### src/rtl/bag_pkg.sv
// Package: shared types and sizes for the burst acknowledge generator.
// Assumes the ratio code is static while any transfer is open.
package bag_pkg;
    localparam int WAIT_W = 2;

    typedef enum logic [1:0] {
        RATIO_1TO1 = 2'd0,
        RATIO_3TO2 = 2'd1,
        RATIO_2TO1 = 2'd2,
        RATIO_SLOW = 2'd3
    } ratio_e;
endpackage

### src/rtl/bag_wait_calc.sv
// Module: works out the minimum wait states before the first acknowledge.
// Assumes its inputs are stable in the cycle the start strobe is taken.
module bag_wait_calc
    import bag_pkg::*;
(
    input  ratio_e             ratio,
    input  logic               noretry,
    input  logic               is_read,
    input  logic               is_burst,
    output logic [WAIT_W-1:0]  wait_cycles
);
    // Purpose: pick the wait count from ratio, retry mode and transfer kind.
    always_comb begin
        wait_cycles = '0;
        if (is_read && is_burst) begin
            unique case (ratio)
                RATIO_1TO1: wait_cycles = noretry ? WAIT_W'(2) : WAIT_W'(1);
                RATIO_3TO2: wait_cycles = noretry ? WAIT_W'(1) : WAIT_W'(0);
                default:    wait_cycles = '0;
            endcase
        end
    end
endmodule

### src/rtl/bag_wait_timer.sv
// Module: down-counter that reports when the minimum wait has elapsed.
// Assumes load is pulsed in the start cycle. done is high once the count is zero.
module bag_wait_timer #(
    parameter int WIDTH = 2
) (
    input  logic             clk,
    input  logic             rst_n,
    input  logic             load,
    input  logic [WIDTH-1:0] load_val,
    output logic             done
);
    logic [WIDTH-1:0] cnt_q;

    // Purpose: load on start, then count down to zero and hold there.
    always_ff @(posedge clk) begin
        if (!rst_n)              cnt_q <= '0;
        else if (load)           cnt_q <= load_val;
        else if (cnt_q != '0)    cnt_q <= cnt_q - 1'b1;
    end

    assign done = (cnt_q == '0);
endmodule

### src/rtl/bag_beat_ctr.sv
// Module: counts acknowledged beats and flags the last beat of a transfer.
// Assumes clear is pulsed at each accepted start and step once per acknowledge.
module bag_beat_ctr #(
    parameter int BEATS = 4
) (
    input  logic clk,
    input  logic rst_n,
    input  logic clear,
    input  logic step,
    input  logic is_burst,
    output logic last
);
    localparam int CNT_W = (BEATS > 1) ? $clog2(BEATS) : 1;

    logic [CNT_W-1:0] cnt_q;

    // Purpose: clear at start, advance by one per acknowledged beat.
    always_ff @(posedge clk) begin
        if (!rst_n)      cnt_q <= '0;
        else if (clear)  cnt_q <= '0;
        else if (step)   cnt_q <= cnt_q + 1'b1;
    end

    assign last = !is_burst || (cnt_q == CNT_W'(BEATS - 1));
endmodule

### src/rtl/burst_ack_gen.sv
// Module: top of the burst data acknowledge generator.
// It opens a transfer on an idle start strobe and holds off acknowledges for the
// minimum wait. After that it acknowledges one beat per data-ready cycle and closes
// after the final beat or an error.
// Assumes cfg_ratio and cfg_noretry are static and that mem_ready and mem_error
// are synchronous to clk.
module burst_ack_gen
    import bag_pkg::*;
#(
    parameter int BURST_BEATS = 4
) (
    input  logic       clk,
    input  logic       rst_n,
    input  logic [1:0] cfg_ratio,
    input  logic       cfg_noretry,
    input  logic       xfer_start,
    input  logic       xfer_read,
    input  logic       xfer_burst,
    input  logic       mem_ready,
    input  logic       mem_error,
    output logic       ack,
    output logic       err_ack,
    output logic       busy
);
    logic              busy_q;
    logic              burst_q;
    logic              accept;
    logic              wait_done;
    logic              beat_last;
    logic [WAIT_W-1:0] wait_val;

    assign accept = xfer_start && !busy_q;

    bag_wait_calc u_calc (
        .ratio       (ratio_e'(cfg_ratio)),
        .noretry     (cfg_noretry),
        .is_read     (xfer_read),
        .is_burst    (xfer_burst),
        .wait_cycles (wait_val)
    );

    bag_wait_timer #(.WIDTH(WAIT_W)) u_timer (
        .clk      (clk),
        .rst_n    (rst_n),
        .load     (accept),
        .load_val (wait_val),
        .done     (wait_done)
    );

    bag_beat_ctr #(.BEATS(BURST_BEATS)) u_beats (
        .clk      (clk),
        .rst_n    (rst_n),
        .clear    (accept),
        .step     (ack),
        .is_burst (burst_q),
        .last     (beat_last)
    );

    // Purpose: error acknowledge takes priority over the data acknowledge.
    always_comb begin
        err_ack = busy_q && mem_error;
        ack     = busy_q && wait_done && mem_ready && !mem_error;
    end

    // Purpose: transfer open/close state and the latched burst flag.
    always_ff @(posedge clk) begin
        if (!rst_n) begin
            busy_q  <= 1'b0;
            burst_q <= 1'b0;
        end else if (accept) begin
            busy_q  <= 1'b1;
            burst_q <= xfer_burst;
        end else if (err_ack || (ack && beat_last)) begin
            busy_q  <= 1'b0;
        end
    end

    assign busy = busy_q;
endmodule

### config.mk
export PLATFORM = sky130hd
export DESIGN_NAME = burst_ack_gen
export DESIGN_NICKNAME = d
export VERILOG_FILES = /design/src/rtl/bag_pkg.sv /design/src/rtl/bag_wait_calc.sv /design/src/rtl/bag_wait_timer.sv /design/src/rtl/bag_beat_ctr.sv /design/src/rtl/burst_ack_gen.sv
export SDC_FILE = /design/constraint.sdc
export NUM_CORES = 1
export LEC_CHECK = 0
export BUFFER_PORTS_ARGS = -buffer_cell sky130_fd_sc_hd__buf_4
export CAP_MARGIN = 10
export CORE_AREA = 3 3 40 42
export CTS_BUF_LIST = sky130_fd_sc_hd__clkbuf_16
export DETAILED_ROUTE_END_ITERATION = 12
export DIE_AREA = 0 0 43 45
export PLACE_DENSITY = 0.58
export SLEW_MARGIN = 20
export SYNTH_ARGS = -nofsm -noshare
export SYNTH_HDL_FRONTEND = slang
export SYNTH_HIERARCHICAL = 1
export SYNTH_SLANG_ARGS = --single-unit
### constraint.sdc
create_clock -name clk -period 2.4 [get_ports clk]
set_clock_uncertainty 0.05 [all_clocks]
set_input_delay 0.48 -clock clk [delete_from_list [all_inputs] [get_ports clk]]
set_output_delay 0.48 -clock clk [all_outputs]
set_load 0.05 [all_outputs]
; ---- After elaboration in Yosys (flattened, before gate mapping)
; Index checks and enable logic that the tools add are counted.
[classes]
eq_ne = 2
n_reduce_logical = 18
bitwise = 1
mux = 8
n_addsub = 2
[ops]
columns = op, count
row1 = 2-bit 2-to-1 mux, 4
row2 = 1-bit logical AND, 7
row3 = 2-bit nonzero test, 3
row4 = 2-bit logical NOT, 2
row5 = 2-bit one-hot mux with 2 select lines, 1
row6 = 1-bit logical NOT, 3
row7 = 1-bit 2-to-1 mux, 3
row8 = 2-bit by 1-bit adder with 2-bit output (second input constant), 1
row9 = 2-bit by 1-bit equality test with 1-bit output (second input constant), 1
row10 = 2-bit equality test (second input constant), 1
row11 = 1-bit logical OR, 2
row12 = 2-bit OR reduction, 1
row13 = 2-bit by 1-bit subtractor with 2-bit output (second input constant), 1
row14 = 1-bit inverter, 1
[word_totals]
elab_cells = 35
output_inout_bits = 3
inputBits = 10
register_bits = 6

; ---- Longest topological paths before layout
[depth]
ltp_word = 8
ltp_mapped = 6
ltp_nobuf = 6

; ---- Hierarchy
; Netlist, hierarchy kept.
[modules_own_cells]
columns = mod, area_each_um2, cells_each, seq_area_each_um2, n_inst
row1 = bag_wait_timer, 123.9, 13, 40.0, 1
row2 = burst_ack_gen, 112.6, 11, 40.0, 1
row3 = bag_beat_ctr, 91.3, 9, 40.0, 1
row4 = bag_wait_calc, 45.0, 4, 0.0, 1

; ---- Worst setup path after synthesis
; OpenSTA, ideal clock, no wires.
[synth_timing]
path_type = register to output
startpoint = reg busy_q (netlist: busy)
endpoint = out ack
path_buffers = 0
slack_ns = -0.201
required_ns = 1.870
path_stages_with_launch = 3
arrival_time_ns = 2.071
cell_sequence = dfxtp_1 inv_2 nor3_1
[synth_via]
elab_chain_len = 3
[synth_lines]
columns = item, line
row1 = "start, declared", burst_ack_gen.sv:25  ; logic busy_q;
row2 = "start signal, assigned", burst_ack_gen.sv:68  ; busy_q <= 1'b0;
row3 = "start signal, assigned", burst_ack_gen.sv:71  ; busy_q <= 1'b1;
row4 = "start signal, assigned", burst_ack_gen.sv:74  ; busy_q <= 1'b0;
row5 = 1-bit logical AND (3 in a row), burst_ack_gen.sv:62  ; ack = busy_q && wait_done && mem_ready && !mem_error;
row6 = "end, declared", burst_ack_gen.sv:21  ; output logic ack,
; Every way passes these cells.

; ---- Worst setup path in the final report
[layout_timing]
startpoint = reg u_timer.cnt_q[0]
endpoint = out ack
[layout_via]
elab_chain_len = 4
[layout_lines]
columns = item, line
row1 = "start, declared", bag_wait_timer.sv:12  ; logic [WIDTH-1:0] cnt_q;
row2 = "start signal, assigned", bag_wait_timer.sv:17  ; else if (load) cnt_q <= load_val;
row3 = "start signal, assigned", bag_wait_timer.sv:18  ; else if (cnt_q != '0) cnt_q <= cnt_q - 1'b1;
row4 = 2-bit logical NOT, bag_wait_timer.sv:21  ; assign done = (cnt_q == '0);
row5 = net wait_done, burst_ack_gen.sv:28  ; logic wait_done;
row6 = 1-bit logical AND (3 in a row), burst_ack_gen.sv:62
; The timed path passes the listed nets, and every way through them passes these cells.

==> impl_summary.log <==
INFO  metric status = finished, final reports clean
INFO  metric port_buffers = 12
INFO  metric synth.lib_cells_used.distinct = 23
INFO  metric floorplan.core_area = between 0.001 and 0.0015 mm^2
INFO  metric synth_area_leaders = dfxtp_1 (32%), ha_1 (6.7%), mux2i_1 (5.4%)
INFO  metric fin_area = roughly 560 um^2
INFO  metric finalCoreUtilization = 0.437
INFO  metric synth_seq_cells = 6
INFO  metric post_cts.resized_instances = 0
INFO  metric dpl-instance-area = around 490 um^2
INFO  metric floorplan.initialDensity = 0.290
INFO  metric powerDensity = approximately 800 mW/mm^2
INFO  metric ys_dominant_reg_cell = dfxtp_1
INFO  metric timing.fmax = slightly above 0.5 GHz
INFO  metric routed_via_count = 290
INFO  metric timing.final.max_slew_violations = 0
INFO  metric fin_hold_ws = between 0.4 and 0.5 ns
INFO  metric clockBufferDepth = 2
INFO  metric worst_skew_pair.late_latency = about 0.22 ns
INFO  metric cts_inserted_buffers = 3
INFO  metric number_of_routed_nets_with_antenna_violations = 0
INFO  metric fillerInstances = approximately 130
INFO  metric top_signal_layer_used = met3
INFO  metric area_growth = 50.7%
INFO  metric ir_worst_vdd = ~0.00045 V
INFO  metric placer_congestion_estimate = roughly 0.61
INFO  metric placement.setup.worst_slack = roughly 0.66 ns
INFO  metric timing.critical_path.from = u_timer/cnt_q[0]
INFO  metric synth.avg_cell_area = just over 10 um^2
INFO  metric die_width = 43 um
INFO  metric p_leak = about 0.25 nW
INFO  metric crit_buf_inv = 2
INFO  metric final_hold_viol_count = 0
INFO  metric synthesis.instances = 37
INFO  metric cp_max_fo = 5
INFO  metric drtIter0Drc = 3
INFO  metric holdBufCountCts = 0
INFO  metric drc = 0
INFO  metric synth-seq-area-share = 0.322
INFO  metric crit_path_cell_trace = inv_1 -> ha_1 -> nand2_1 -> nor3_2 -> buf_4
INFO  metric hpwlAfterDp = 565 um
INFO  metric detailroute.wirelength.met2 = 323 um
INFO  metric synthMostInstantiatedCell = dfxtp_1
INFO  metric cts-root-buf = clkbuf_16
INFO  metric cp_top_family = simple AND/OR/NAND/NOR gates
INFO  metric relSlewSlack = 0.795
INFO  metric setup_viol = 0
INFO  metric synth_area_leader_cell = dfxtp_1
INFO  metric floorplan.die.height = roughly 45 um
INFO  metric met3_length = just under 50 um
INFO  metric grt_first_pass_wirelength = roughly 1200 um
INFO  metric io_pins = 13
INFO  metric path_clk_slew = approximately 0.030 ns
INFO  metric grt_antenna_before_repair = 0
INFO  metric synth_top_area_frac = 0.322
INFO  metric finalSetupTns = 0 ns
INFO  metric final-instance-count-excl-fill = 67
INFO  metric cts_num_sinks = 6
INFO  metric cts_tree = done
INFO  metric timing.max_cap.violations = 0
INFO  metric worstMarginPinSlew = slightly above 0.3 ns
INFO  metric setup.worst_path.start_class = flip-flop
INFO  metric viasPerCell = between 4 and 5
INFO  metric synthesis.area = between 300 and 400 um^2
INFO  metric antenna_cells_inserted = 0
INFO  metric setup_slack = 0.432 ns
INFO  metric route.layer.met1.wl = between 200 and 300 um
INFO  metric min-delay-path-class = reg2reg
INFO  metric ctsHtreeMaxLevel = 1
INFO  metric rsz_0062_raised_after_global_routing = false
INFO  metric die_area = 0.00194 mm^2
INFO  metric timing.final.crit_share = 0.820
INFO  metric grt_overflow = 0
INFO  metric drtPass1Iterations = 3
INFO  metric routedWlPerCell = roughly 9.9 um
INFO  metric final_critical_path_required_period = roughly 2.0 ns
INFO  metric synth_enable_flop_cells = 0
INFO  metric post_synth_most_frequent_cells = dfxtp_1 (6), nor2_1 (3)
INFO  metric yosysWarningCount = 6
INFO  metric total_power = about 0.45 mW
INFO  metric cp_slowest_stage_delay = between 0.3 and 0.4 ns
INFO  metric cp_slowest_cell = dfxtp_1
INFO  metric post-cts-setup-buffer-count = 0
INFO  metric maximum_number_of_pins_on_one_net_before_global_route_repair = 7
INFO  metric holdCritStartpoint = u_beats/cnt_q[1]
INFO  metric vias_in_the_first_global_route = a little under 300
INFO  metric dp_cells = between 60 and 70
INFO  metric drt_wl_total = 665 um
INFO  metric syn-num-nets = between 40 and 50
INFO  metric grt_usage = 0.0834
INFO  metric cp.required = ~1.9 ns
INFO  metric drive_above_1_share = 0.462
INFO  metric crit_path_arrival_time = approximately 1.4 ns
INFO  metric async_flop_share = 0
INFO  metric worstSetupPathType = reg2out
INFO  metric critPathCaptureType = primary output
INFO  metric worstReg2RegStart = u_timer/cnt_q[0]
INFO  metric total_number_of_nets_in_the_final_design = 66
INFO  metric rows = 13
[area by class of cell]
| type | instances | area, um^2 | area share |
|---|---|---|---|
| clock buffers | 3 | 75.1 | 0.134 |
| multi-input cells | 28 | 246 | 0.439 |
| inverters | 3 | 11.3 | 0.0200 |
| well taps | 15 | 18.8 | 0.0334 |
| repair buffers | 12 | 90.1 | 0.160 |
| flip-flops and latches | 6 | 120 | 0.214 |
[sequential cells by signal (all words and copies together), names as in the netlist]
signal and cells:
busy 1, burst_q 1, u_timer/cnt_q 2, u_beats/cnt_q 2
[where the power goes]
group,internal (mW),switching [mW]
combinational,0.0374,0.0386
sequential,0.107,0.00467
clock,0.213,0.0505
[worst reg2reg max path, cell delays in order, from the launching register on]
cell     delay (ns)
dfxtp_1        0.31
inv_1          0.05
ha_1           0.25
nand2_1        0.09
nor3_2         0.25
mux2i_1        0.25
nor2_1         0.05
[cell families after synthesis]
family                     count (synthesis)  share of synthesized area
and+or+nand+nor                           17                      0.349
DFF                                        6                      0.322
AOI/OAI and AO/OA                          4                      0.107
xor gates and xnor gates                   3                     0.0705
buffers and inverters                      3                     0.0302
muxes                                      2                     0.0537
adders and majority gates                  2                     0.0671
[worst paths after layout]
kind                                         end  slack (ns)  depth (start not counted)
worst min-delay path            u_beats/cnt_q[1]        0.46                          2
worst max-delay path                         ack        0.43                          5
worst min register to register  u_beats/cnt_q[1]        0.46                          2
worst max register to register  u_beats/cnt_q[1]        0.99                          6
[layout by cell type, fill, tap and decap left out, drive strengths merged]
| master | instances |
|---|---|
| nor2 | 3 |
| nand3 | 2 |
| buf | 12 |
| nand2 | 1 |
| xnor2 | 1 |
| o21a | 1 |
| mux2i | 2 |
| a311oi | 1 |
| clkbuf | 3 |
| o21ai | 1 |
| o31ai | 1 |
| ha | 2 |
| nand2b | 3 |
| nor2b | 3 |
| nor3b | 1 |
| inv | 3 |
| dfxtp | 6 |
| and2b | 1 |
| nor3 | 1 |
| nand3b | 1 |
| and2 | 1 |
| xor2 | 2 |
[routing by layer]
metal | GRT usage | vias up
li1 | - | 154
met1 | 0.104 | 125
met2 | 0.126 | 11
met3 | 0.0359 | 0
met4 | 0.0361 | 0
met5 | 0 | -
Note: power is estimated with default switching activity, not from simulation.
